--- src/rtl/stsv_param_check.sv ---
module stsv_param_check #(
  parameter int PW = 64,
  parameter int LW = 16
) (
  input  logic          clk,
  input  logic          rst_n,
  input  logic          start_i,
  input  logic [1:0]    kind_i,
  input  logic [PW-1:0] param_i,
  input  logic          stopped_i,
  input  logic          feat_vec_i,
  input  logic          feat_gs_i,
  output logic          rng_req_o,
  input  logic          rng_gnt_i,
  input  logic          rng_ok_i,
  output logic          go_o,
  output logic [PW-1:0] addr_o,
  output logic [LW-1:0] len_o,
  input  logic          store_done_i,
  input  logic          store_err_i,
  output logic          prefix_we_o,
  output logic          busy_o,
  output logic          done_o,
  output logic [1:0]    status_o
);
  localparam logic [1:0] K_SSA = 2'd0, K_EXT = 2'd1, K_PFX = 2'd2;
  localparam logic [1:0] S_OK = 2'd0, S_BADORD = 2'd1, S_STATE = 2'd2, S_PARM = 2'd3;
  localparam logic [PW-1:0] SSA_MASK = PW'(32'h7FFF_FE00);
  localparam logic [PW-1:0] PFX_MASK = PW'(32'h7FFF_E000);
  localparam int CODE_W = 4;
  localparam logic [CODE_W-1:0] DEF_SH = CODE_W'(10);

  typedef enum logic [2:0] {ST_IDLE, ST_CHECK, ST_RANGE, ST_STORE} st_t;
  st_t st;

  logic [1:0]    kind_q;
  logic [PW-1:0] prm_q;
  logic          stop_q, vec_q, gs_q;
  logic          go_q, done_q, pw_q;
  logic [1:0]    sts_q;
  logic [PW-1:0] addr_q;
  logic [LW-1:0] len_q;

  logic [CODE_W-1:0] code, shamt;
  logic [PW-1:0]     ext_addr, len_mask, addr_sel;
  logic              misal, code_ok;

  assign code     = prm_q[CODE_W-1:0];
  assign shamt    = (code == '0) ? DEF_SH : code;
  assign ext_addr = {prm_q[PW-1:CODE_W], {CODE_W{1'b0}}};
  assign len_mask = (PW'(1) << shamt) - PW'(1);
  assign misal    = |(ext_addr & len_mask);
  assign code_ok  = (code == '0) ||
                    (gs_q && (code == 4'd10 || code == 4'd11 || code == 4'd12));

  always_comb begin
    case (kind_q)
      K_SSA:   addr_sel = prm_q & SSA_MASK;
      K_EXT:   addr_sel = ext_addr;
      default: addr_sel = prm_q & PFX_MASK;
    endcase
  end

  always_ff @(posedge clk or negedge rst_n) begin
    if (!rst_n) begin
      st     <= ST_IDLE;
      kind_q <= '0;
      prm_q  <= '0;
      stop_q <= 1'b0;
      vec_q  <= 1'b0;
      gs_q   <= 1'b0;
      go_q   <= 1'b0;
      done_q <= 1'b0;
      pw_q   <= 1'b0;
      sts_q  <= S_OK;
      addr_q <= '0;
      len_q  <= '0;
    end else begin
      go_q   <= 1'b0;
      done_q <= 1'b0;
      pw_q   <= 1'b0;
      case (st)
        ST_IDLE: if (start_i) begin
          kind_q <= kind_i;
          prm_q  <= param_i;
          stop_q <= stopped_i;
          vec_q  <= feat_vec_i;
          gs_q   <= feat_gs_i;
          st     <= ST_CHECK;
        end
        ST_CHECK: begin
          addr_q <= addr_sel;
          len_q  <= (kind_q == K_EXT) ? (LW'(1) << shamt) : '0;
          case (kind_q)
            K_SSA: begin
              if (!stop_q) begin
                sts_q <= S_STATE; done_q <= 1'b1; st <= ST_IDLE;
              end else begin
                go_q <= 1'b1; st <= ST_STORE;
              end
            end
            K_EXT: begin
              if (!vec_q && !gs_q) begin
                sts_q <= S_BADORD; done_q <= 1'b1; st <= ST_IDLE;
              end else if (!stop_q) begin
                sts_q <= S_STATE; done_q <= 1'b1; st <= ST_IDLE;
              end else if (misal || !code_ok) begin
                sts_q <= S_PARM; done_q <= 1'b1; st <= ST_IDLE;
              end else begin
                go_q <= 1'b1; st <= ST_STORE;
              end
            end
            K_PFX: st <= ST_RANGE;
            default: begin
              sts_q <= S_BADORD; done_q <= 1'b1; st <= ST_IDLE;
            end
          endcase
        end
        ST_RANGE: if (rng_gnt_i) begin
          done_q <= 1'b1;
          st     <= ST_IDLE;
          if (!rng_ok_i)     sts_q <= S_PARM;
          else if (!stop_q)  sts_q <= S_STATE;
          else begin
            sts_q <= S_OK;
            pw_q  <= 1'b1;
          end
        end
        ST_STORE: if (store_done_i) begin
          sts_q  <= store_err_i ? S_PARM : S_OK;
          done_q <= 1'b1;
          st     <= ST_IDLE;
        end
        default: st <= ST_IDLE;
      endcase
    end
  end

  assign rng_req_o   = (st == ST_RANGE);
  assign go_o        = go_q;
  assign addr_o      = addr_q;
  assign len_o       = len_q;
  assign prefix_we_o = pw_q;
  assign busy_o      = (st != ST_IDLE);
  assign done_o      = done_q;
  assign status_o    = sts_q;

  p_pulse_excl_r10: assert property (@(posedge clk) disable iff (!rst_n)
    $onehot0({go_o, done_o}));

  p_done_follows_busy_r10: assert property (@(posedge clk) disable iff (!rst_n)
    done_o |-> $past(busy_o));

  p_go_aligned_r5: assert property (@(posedge clk) disable iff (!rst_n)
    (go_o && len_o != '0) |-> ((addr_o & PW'(len_o - LW'(1))) == '0));

  p_go_len_legal_r6: assert property (@(posedge clk) disable iff (!rst_n)
    (go_o && kind_q == K_EXT) |->
      (len_o == LW'(1024) || len_o == LW'(2048) || len_o == LW'(4096)));

  p_ssa_mask_r7: assert property (@(posedge clk) disable iff (!rst_n)
    (go_o && kind_q == K_SSA) |-> ((addr_o & ~SSA_MASK) == '0));

  p_req_held_r8: assert property (@(posedge clk) disable iff (!rst_n)
    (rng_req_o && !rng_gnt_i) |=> rng_req_o);

  p_prefix_ok_r8: assert property (@(posedge clk) disable iff (!rst_n)
    prefix_we_o |-> (done_o && status_o == S_OK));
endmodule

--- config.mk ---
export PLATFORM = sky130hd
export DESIGN_NAME = stsv_param_check
export DESIGN_NICKNAME = d
export VERILOG_FILES = /design/src/rtl/stsv_param_check.sv
export SDC_FILE = /design/constraint.sdc
export NUM_CORES = 1
export LEC_CHECK = 0
export BUFFER_PORTS_ARGS = -buffer_cell sky130_fd_sc_hd__buf_2
export CAP_MARGIN = 20
export CORE_MARGIN = 5
export CORE_UTILIZATION = 42
export DETAILED_ROUTE_END_ITERATION = 8
export PLACE_DENSITY = 0.72
export SETUP_SLACK_MARGIN = 0.3
export SLEW_MARGIN = 20
export SYNTH_ARGS = -nofsm -noshare
export SYNTH_HDL_FRONTEND = slang
export SYNTH_SLANG_ARGS = --single-unit
--- constraint.sdc ---
create_clock -name clk -period 2.7 [get_ports clk]
set_clock_uncertainty 0.15 [all_clocks]
set_input_delay 0.27 -clock clk [delete_from_list [all_inputs] [get_ports clk]]
set_output_delay 0.27 -clock clk [all_outputs]
set_load 0.01 [all_outputs]
==> metrics, run 1 <==
startpoint types flop; commonest non-fill, non-tap cell in the layout buf_2; area share of the largest cell type after synthesis 63.4%; Max-Cap Viols 0; Std-Cell Rows 43; Synth area leaders dfrtp_1, mux2_2, a22o_1; Worst Hold End prefix_we_o; initial antenna violation count 0; largest net degree at the start of global routing 63; Initial Util 43.0%; RSZ-0062 raised after global routing false; Crit Path Max Fanout 5; Post-Syn Area 6000 um^2; most frequent cells in the layout buf_2, dfrtp_1, nand2_1; final setup fails 0; Hold Worst Slack 25.7 ps; # nets final 780; Root Buffer clkbuf_16; CTS Buffer Depth 2; syn_area_per_cell 12.7 um^2; Post-DP HPWL 10100 um; synthesized netlist cell count 472; Slew @ Worst Pin 565 ps; Placeable Area 13900 um^2; slew margin rel. 62.3%; Hold Path Origin rng_gnt_i; Worst setup startpoint prm_q[1]; Main synth FF type dfrtp_1; Via density 5.08; fmax 434 MHz; share of cells above drive strength 1 39.0%; Tmin final 2300 ps; Hold Crit Depth 2; Total GRT Usage 18.6%; TritonCTS clock tree built; total negative slack 0 ps; status complete, no violations; Routed WL per cell 16.9 um; EDFF count, synth 0; # diodes 0; arrival time worst endpoint 2450 ps; post-route ant nets 0; post-synthesis register bit count 152; PD cells 1150 nW/um^2; Critical Path RT 2850 ps; gr ovfl total 0; Detailed Route WL 15100 um; CTS buffer count 17; die area 16800 um^2; P_leak 4.09 nW; hold violation total from the final report 0; die height 129 um; clock sink count 152; Peak supply drop 565 uV; reg2reg setup slack 400 ps; area grow syn2layout 38.8%; Worst R2R End status_o[0]; IO Port Bufs 158; die width 129 um; H-tree depth 4; vias in the first global route 4768; Critical Path Sink Type flop; Hold Path Class primary input to flop; clk_lat worst skew 420 ps; Slew Viols, Final 0; Top Ports 163; count of different cell masters after synthesis 43; Placer Congestion 0.829; WS Path Type flop to flop; r2r startpoint prm_q[1]; global-route wire length before repair 24200 um; Async SR Flop Fraction 100%; Pre-antenna DRT Iters 4; crit share post-route 85.3%; post-synth top area cell dfrtp_1; Syn. warnings 0; sequential-to-total area share from yosys stat 63.4%; clock-pin slew on the worst setup and hold paths 70 ps; Iter 0 DRT Violations 227; Vias 4553; worst reg2reg path depth 8; residual DRC count 0
-- per-stage QoR --
stage	cells	instance area (um^2)	utilization, %	setup slack [ps]	total power (W)
after floorplan	475	6010	-	357	0.00599
after detailed placement	792	7030	50.5	341	0.00731
after global placement	792	7030	50.5	432	0.00714
final	896	8320	59.7	396	0.00957
after global routing	896	8320	59.7	290	0.0102
after CTS	895	8310	59.6	340	0.00965
-- flip-flops by register name, indices dropped and copies added, names as in the netlist --
| name | flops |
|---|---|
| go_o | 1 |
| done_o | 1 |
| addr_o | 60 |
| len_o | 16 |
| st | 2 |
| kind_q | 2 |
| status_o | 2 |
| vec_q | 1 |
| prm_q | 64 |
| prefix_we_o | 1 |
| stop_q | 1 |
| gs_q | 1 |
-- final cells by class --
| cell class | instances | area, um^2 |
|---|---|---|
| clock buffers | 19 | 453 |
| fillers | 1071 | 5610 |
| clock inverters | 13 | 113 |
| repair buffers | 242 | 1640 |
| multi-input cells | 284 | 2060 |
| inverters | 6 | 22.5 |
| flip-flops and latches | 152 | 3800 |
| well taps | 180 | 225 |
-- cells by family (layout without fill, tap and decap cells) --
logic type,after synthesis,count (layout),synth area share (%)
other,1,4,0.0625
AOI/OAI and AO/OA,90,90,11.4
adders and majority gates,1,1,0.209
and+or+nand+nor,116,116,8.43
DFF,152,152,63.4
buffers and inverters,39,280,2.82
xor gates and xnor gates,1,1,0.146
muxes,72,72,13.5
-- synthesized netlist by cell type, types with 6 or more instances --
library cell	n
dfrtp_1	152
nand2_1	78
mux2_2	69
a22o_1	43
clkbuf_1	21
o21ai_0	18
nor2_1	14
a21oi_1	7
buf_2	6
inv_1	6
nand2b_1	6
-- power by group --
group	internal, W	switching [W]
logic	0.00164	0.00172
registers	0.00330	0.000674
clock network	0.00125	0.000979
-- worst max path at each step --
stage / end
after floorplan: status_o[0]
after CTS: status_o[0]
after global placement: status_o[0]
after global routing: status_o[0]
final: status_o[0]
after detailed placement: status_o[0]
-- worst max-delay path, stage by stage, from the launching register on --
cell,delay (ps)
dfrtp_1,410
nand2_2,110
nor2_2,140
inv_1,60
ha_1,280
o2111a_1,170
o21ai_0,130
nor4_2,350
mux2_2,390
-- per-layer routing --
layer | part of all wire [%] | GRT usage [%] | up-vias
li1 | - | - | 2122
met1 | 41 | 22.7 | 2256
met2 | 50 | 30.9 | 149
met3 | 6.7 | 5.44 | 26
met4 | 2.4 | 7.76 | 0
met5 | 0 | 0 | -
-- timing repair --
item,4_1_cts,5_1_grt
hold buffers,71,0
gates resized for setup,0,2
hold endpoints to repair,127,0
setup endpoints to repair,0,3
buffers inserted,0,1
(Power assumes the default switching activity.)
==> inputs of run 2 (changes only) <==
Clock period 2.7 ns to 2.3 ns, I/O delays scaled along.
==> metrics, run 2 (same netlist as run 1, synthesis figures left out) <==
status complete, no violations; cell internal pwr 0.00772 W; post-route ant nets 0; die width 129 um; sw frac 34.4%; die area 16800 um^2; global-route wire length before repair 24900 um; Root Buffer clkbuf_16; sequential share of power 39.0%; Overall Power 0.0118 W; Iter 0 DRT Violations 301; Worst Setup Slack, final 110 ps; CTS Buffer Depth 2; Hold Path Origin store_done_i; PD cells 1380 nW/um^2; initial antenna violation count 0; Peak supply drop 801 uV; hold violation total from the final report 0; Vias 4642; clock-pin slew on the worst setup and hold paths 60 ps; Std-Cell Rows 43; total negative slack 0 ps; Placer Congestion 0.770; max FFs per register 64; share of cells above drive strength 1 41.6%; switching pwr 0.00405 W; die height 129 um; # nets final 793; Worst setup startpoint prm_q[1]; DP Cell Count 800; Hold Path Class primary input to flop; Max-Cap Viols 0; Via density 5.11; TritonCTS clock tree built; Pre-antenna DRT Iters 4; Top Ports 163; startpoint types flop; RSZ-0062 raised after global routing true; gr ovfl total 0; r2r startpoint prm_q[1]; clock sink count 152; Slew @ Worst Pin 578 ps; final non-filler cell total 909; largest net degree at the start of global routing 64; Biggest register prm_q; Routed WL per cell 17.1 um; Initial Util 43.0%; Crit Path Max Fanout 4; # diodes 0; clock power share 24.6%; area grow syn2layout 42.7%; CTS buffer count 17; pre-CTS WS 14.4 ps; vias in the first global route 4914; H-tree depth 4; Slew Viols, Final 0; Placeable Area 13900 um^2; Tmin final 2190 ps; Detailed Route WL 15600 um; slew margin rel. 61.4%; clk_lat worst skew 420 ps; commonest non-fill, non-tap cell in the layout buf_2; Total GRT Usage 19.0%; fmax 457 MHz; crit share post-route 95.2%; most frequent cells in the layout buf_2, dfrtp_1, nand2_1; Critical Path Sink Type flop; combinational power share 36.3%; WS Path Type flop to flop; Post-DP HPWL 10100 um; arrival time worst endpoint 2340 ps; P_leak 4.19 nW; final setup fails 0; IO Port Bufs 158; residual DRC count 0; Critical Path RT 2450 ps
==> run 2: cell types whose count changed in the layout (fill, tap and decap cells not counted), moves of 2 or more <==
cell / delta
a21oi_1: -2
buf_4: +12
bufinv_16: +3
inv_8: -2
nor3_1: -2
nor3_2: +2
o21ai_0: -3
o21ai_2: +3
==> run 2: worst max-delay path, cell delays in order, from the launching register on <==
cell,delay (ps)
dfrtp_1,430
nand2_2,110
nor2_4,50
buf_4,130
ha_4,240
o2111a_1,180
o21ai_2,70
or4_4,580
mux2i_1,140
==> run 2: what timing repair did <==
item | 4_1_cts | 5_1_grt
endpoints found under the hold margin | 129 | 0
setup buffers | 2 | 3
pin swaps | 6 | 4
endpoints found under the setup margin | 6 | 42
cloned | 0 | 0
hold buffers | 72 | 0
gates resized for setup | 4 | 8
==> run 2: layout make-up <==
cell class / count / area (um^2)
Timing Repair Buffer: 255 / 1740
Fill cell: 1054 / 5380
Tap cell: 180 / 225
Inverter: 6 / 22.5
Sequential cell: 152 / 3800
Clock buffer: 20 / 457
Multi-Input combinational cell: 284 / 2140
Clock inverter: 12 / 165
==> run 2: path summary, 6_finish.rpt <==
check,endpoint,slack [ps],depth (start not counted)
worst max-delay path,status_o[1],110,8
worst min-delay path,st[0],80,4
worst max register to register,status_o[1],110,8
worst min register to register,addr_o[18],320,2
max in group asynchronous,vec_q,1000,3
min in group asynchronous,prm_q[41],200,2
==> run 2: per-layer routing <==
| metal | vias to the layer above | share of wire, % | global-route usage (%) |
|---|---|---|---|
| li1 | 2136 | - | - |
| met4 | 0 | 3.1 | 8.74 |
| met2 | 166 | 50 | 31.4 |
| met1 | 2300 | 40 | 23.1 |
| met3 | 40 | 6.7 | 5.69 |
| met5 | - | 0 | 0 |
==> run 2: metrics by stage <==
| stage | hold slack [ps] | cell area, um^2 | util (%) |
|---|---|---|---|
| global placement | 96.7 | 7120 | 51.1 |
| floorplan | -216 | 6060 | - |
| global route | 116 | 8560 | 61.4 |
| finish | 82.3 | 8560 | 61.4 |
| CTS | 61.0 | 8490 | 60.9 |
| detailed placement | 108 | 7120 | 51.1 |
==> run 2: power groups by stage <==
stage	Clock [W]	Sequential [W]	Combinational, W
2_1_floorplan	0	0.00475	0.00236
3_3_place_gp	0	0.00456	0.00395
3_5_place_dp	0	0.00462	0.00409
4_1_cts	0.00295	0.00459	0.00424
5_1_grt	0.00308	0.00475	0.00466
6_report	0.00290	0.00460	0.00428
==> inputs of run 3 (changes only) <==
Settings changed: PLACE_DENSITY 0.72 to 0.74.
==> metrics, run 3 (same netlist as run 1, synthesis figures left out) <==
area grow syn2layout 44.0%; Initial Util 43.0%; hold violation total from the final report 0; metal3 WL 1070 um; IO Port Bufs 158; pre-CTS WS 104 ps; Iter 0 DRT Violations 252; Max-Cap Viols 0; total negative slack 0 ps; clock power share 26.8%; Hold Path Class primary input to flop; Crit Path Max Fanout 3; Tmin final 2150 ps; CP delay by family, top simple AND/OR/NAND/NOR gates; Biggest register prm_q; Std-Cell Rows 43; Routed met1 length 6400 um; Critical Path Sink Type flop; gr ovfl total 0; PD cells 1410 nW/um^2; worst-path cell chain nand2_4 -> nor2_4 -> inv_2 -> ha_4 -> o2111a_1 -> o21ai_2 -> or4_4 -> mux2i_1; Peak supply drop 793 uV; final setup fails 0; clock sink count 152; Detailed Route WL 15800 um; number of fill cells in the layout 1058; fmax 465 MHz; most frequent cells in the layout buf_2, dfrtp_1, nand2_1; arrival time worst endpoint 2300 ps; Worst Setup Slack, final 149 ps; largest net degree at the start of global routing 63; Placer Congestion 0.827; worst reg2reg path depth 8; switching pwr 0.00403 W; # diodes 0; clock-pin slew on the worst setup and hold paths 60 ps; Slew @ Worst Pin 535 ps; commonest non-fill, non-tap cell in the layout buf_2; Critical Path RT 2450 ps; share of cells above drive strength 1 41.2%; CP Buf/Inv Count 1; Vias 4647; sequential share of power 38.0%; status complete, no violations; post-route ant nets 0; initial antenna violation count 0; RSZ-0062 raised after global routing true; Overall Power 0.0122 W; H-tree depth 4; startpoint types flop; die width 129 um; Slew Viols, Final 0; die height 129 um; # nets final 791; DR WL met2 7970 um; cell internal pwr 0.00814 W; residual DRC count 0; WS Path Type flop to flop; Hold Crit Depth 4; multi-input logic area 2140 um^2; max incr delay on CP 550 ps; DP Cell Count 798; P_leak 4.23 nW; Root Buffer clkbuf_16; Top Ports 163; clk_lat worst skew 420 ps; sequential cell area 3800 um^2; global-route wire length before repair 25100 um; crit share post-route 93.5%; max FFs per register 64; final non-filler cell total 906; die area 16800 um^2; vias in the first global route 4921; Top Layer Used met4; combinational power share 35.2%; Pre-antenna DRT Iters 4; CTS buffer count 17; Total GRT Usage 19.4%; TritonCTS clock tree built; post-layout util 61.9%; critical path depth in cells 8; slew margin rel. 64.4%; Post-DP HPWL 10700 um; sw frac 33.1%; CP max stage cell or4_4; Placeable Area 13900 um^2; Routed WL per cell 17.4 um; Via density 5.13; CTS Buffer Depth 2
run 3: cell types whose count changed in the layout (fill, tap and decap cells not counted), sizes merged:
cell / previous run / this run
bufinv: 3 / 7
clkinv: 3 / 0
buf: 183 / 181
clkinvlp: 3 / 2
inv: 9 / 8
run 3: area by class of cell:
class,instances,share of cell area (%)
inverter,6,0.261
clock buffer,20,5.17
sequential,152,44.1
tap,180,2.61
multi-input combinational,284,24.8
timing repair buffer,253,20.2
clock inverter,11,2.81
run 3: final timing paths:
kind                       slack, ps    startpoint           to
max reg2reg                      150      prm_q[2]  status_o[1]
min reg2reg                      320     prm_q[25]   addr_o[25]
max in group asynchronous       1090         rst_n    prm_q[44]
min in group asynchronous        190         rst_n   addr_o[12]
max                              150      prm_q[2]  status_o[1]
min                              100  store_done_i        st[0]
run 3: power groups by stage:
| stage | clock, W | sequential [W] | combinational (W) |
|---|---|---|---|
| global route | 0.00342 | 0.00478 | 0.00470 |
| floorplan | 0 | 0.00475 | 0.00236 |
| finish | 0.00326 | 0.00463 | 0.00429 |
| CTS | 0.00332 | 0.00463 | 0.00425 |
| global placement | 0 | 0.00459 | 0.00392 |
| detailed placement | 0 | 0.00464 | 0.00406 |
run 3: timing repair:
action,in CTS,in global routing
setup buffers,3,2
pin swaps,6,7
hold buffers,72,0
hold endpoints to repair,124,0
setup endpoints to repair,6,56
resized for setup,8,6
run 3: routing by layer:
layer	track usage, %	vias up
li1	-	2148
met3	5.94	30
met4	7.40	0
met2	32.7	154
met5	0	-
met1	23.5	2315
run 3: tightest hold or removal path, cell delays in order:
cell and delay [ps]:
buf_2 130, o22ai_1 100, nor2_1 120, a21oi_2 40
run 3: through the flow:
| stage | hold WS [ps] | area [um^2] |
|---|---|---|
| floorplan | -216 | 6060 |
| detailed placement | 83.4 | 7110 |
| global route | 134 | 8630 |
| CTS | 65.4 | 8580 |
| finish | 96.4 | 8630 |
| global placement | 73.3 | 7110 |
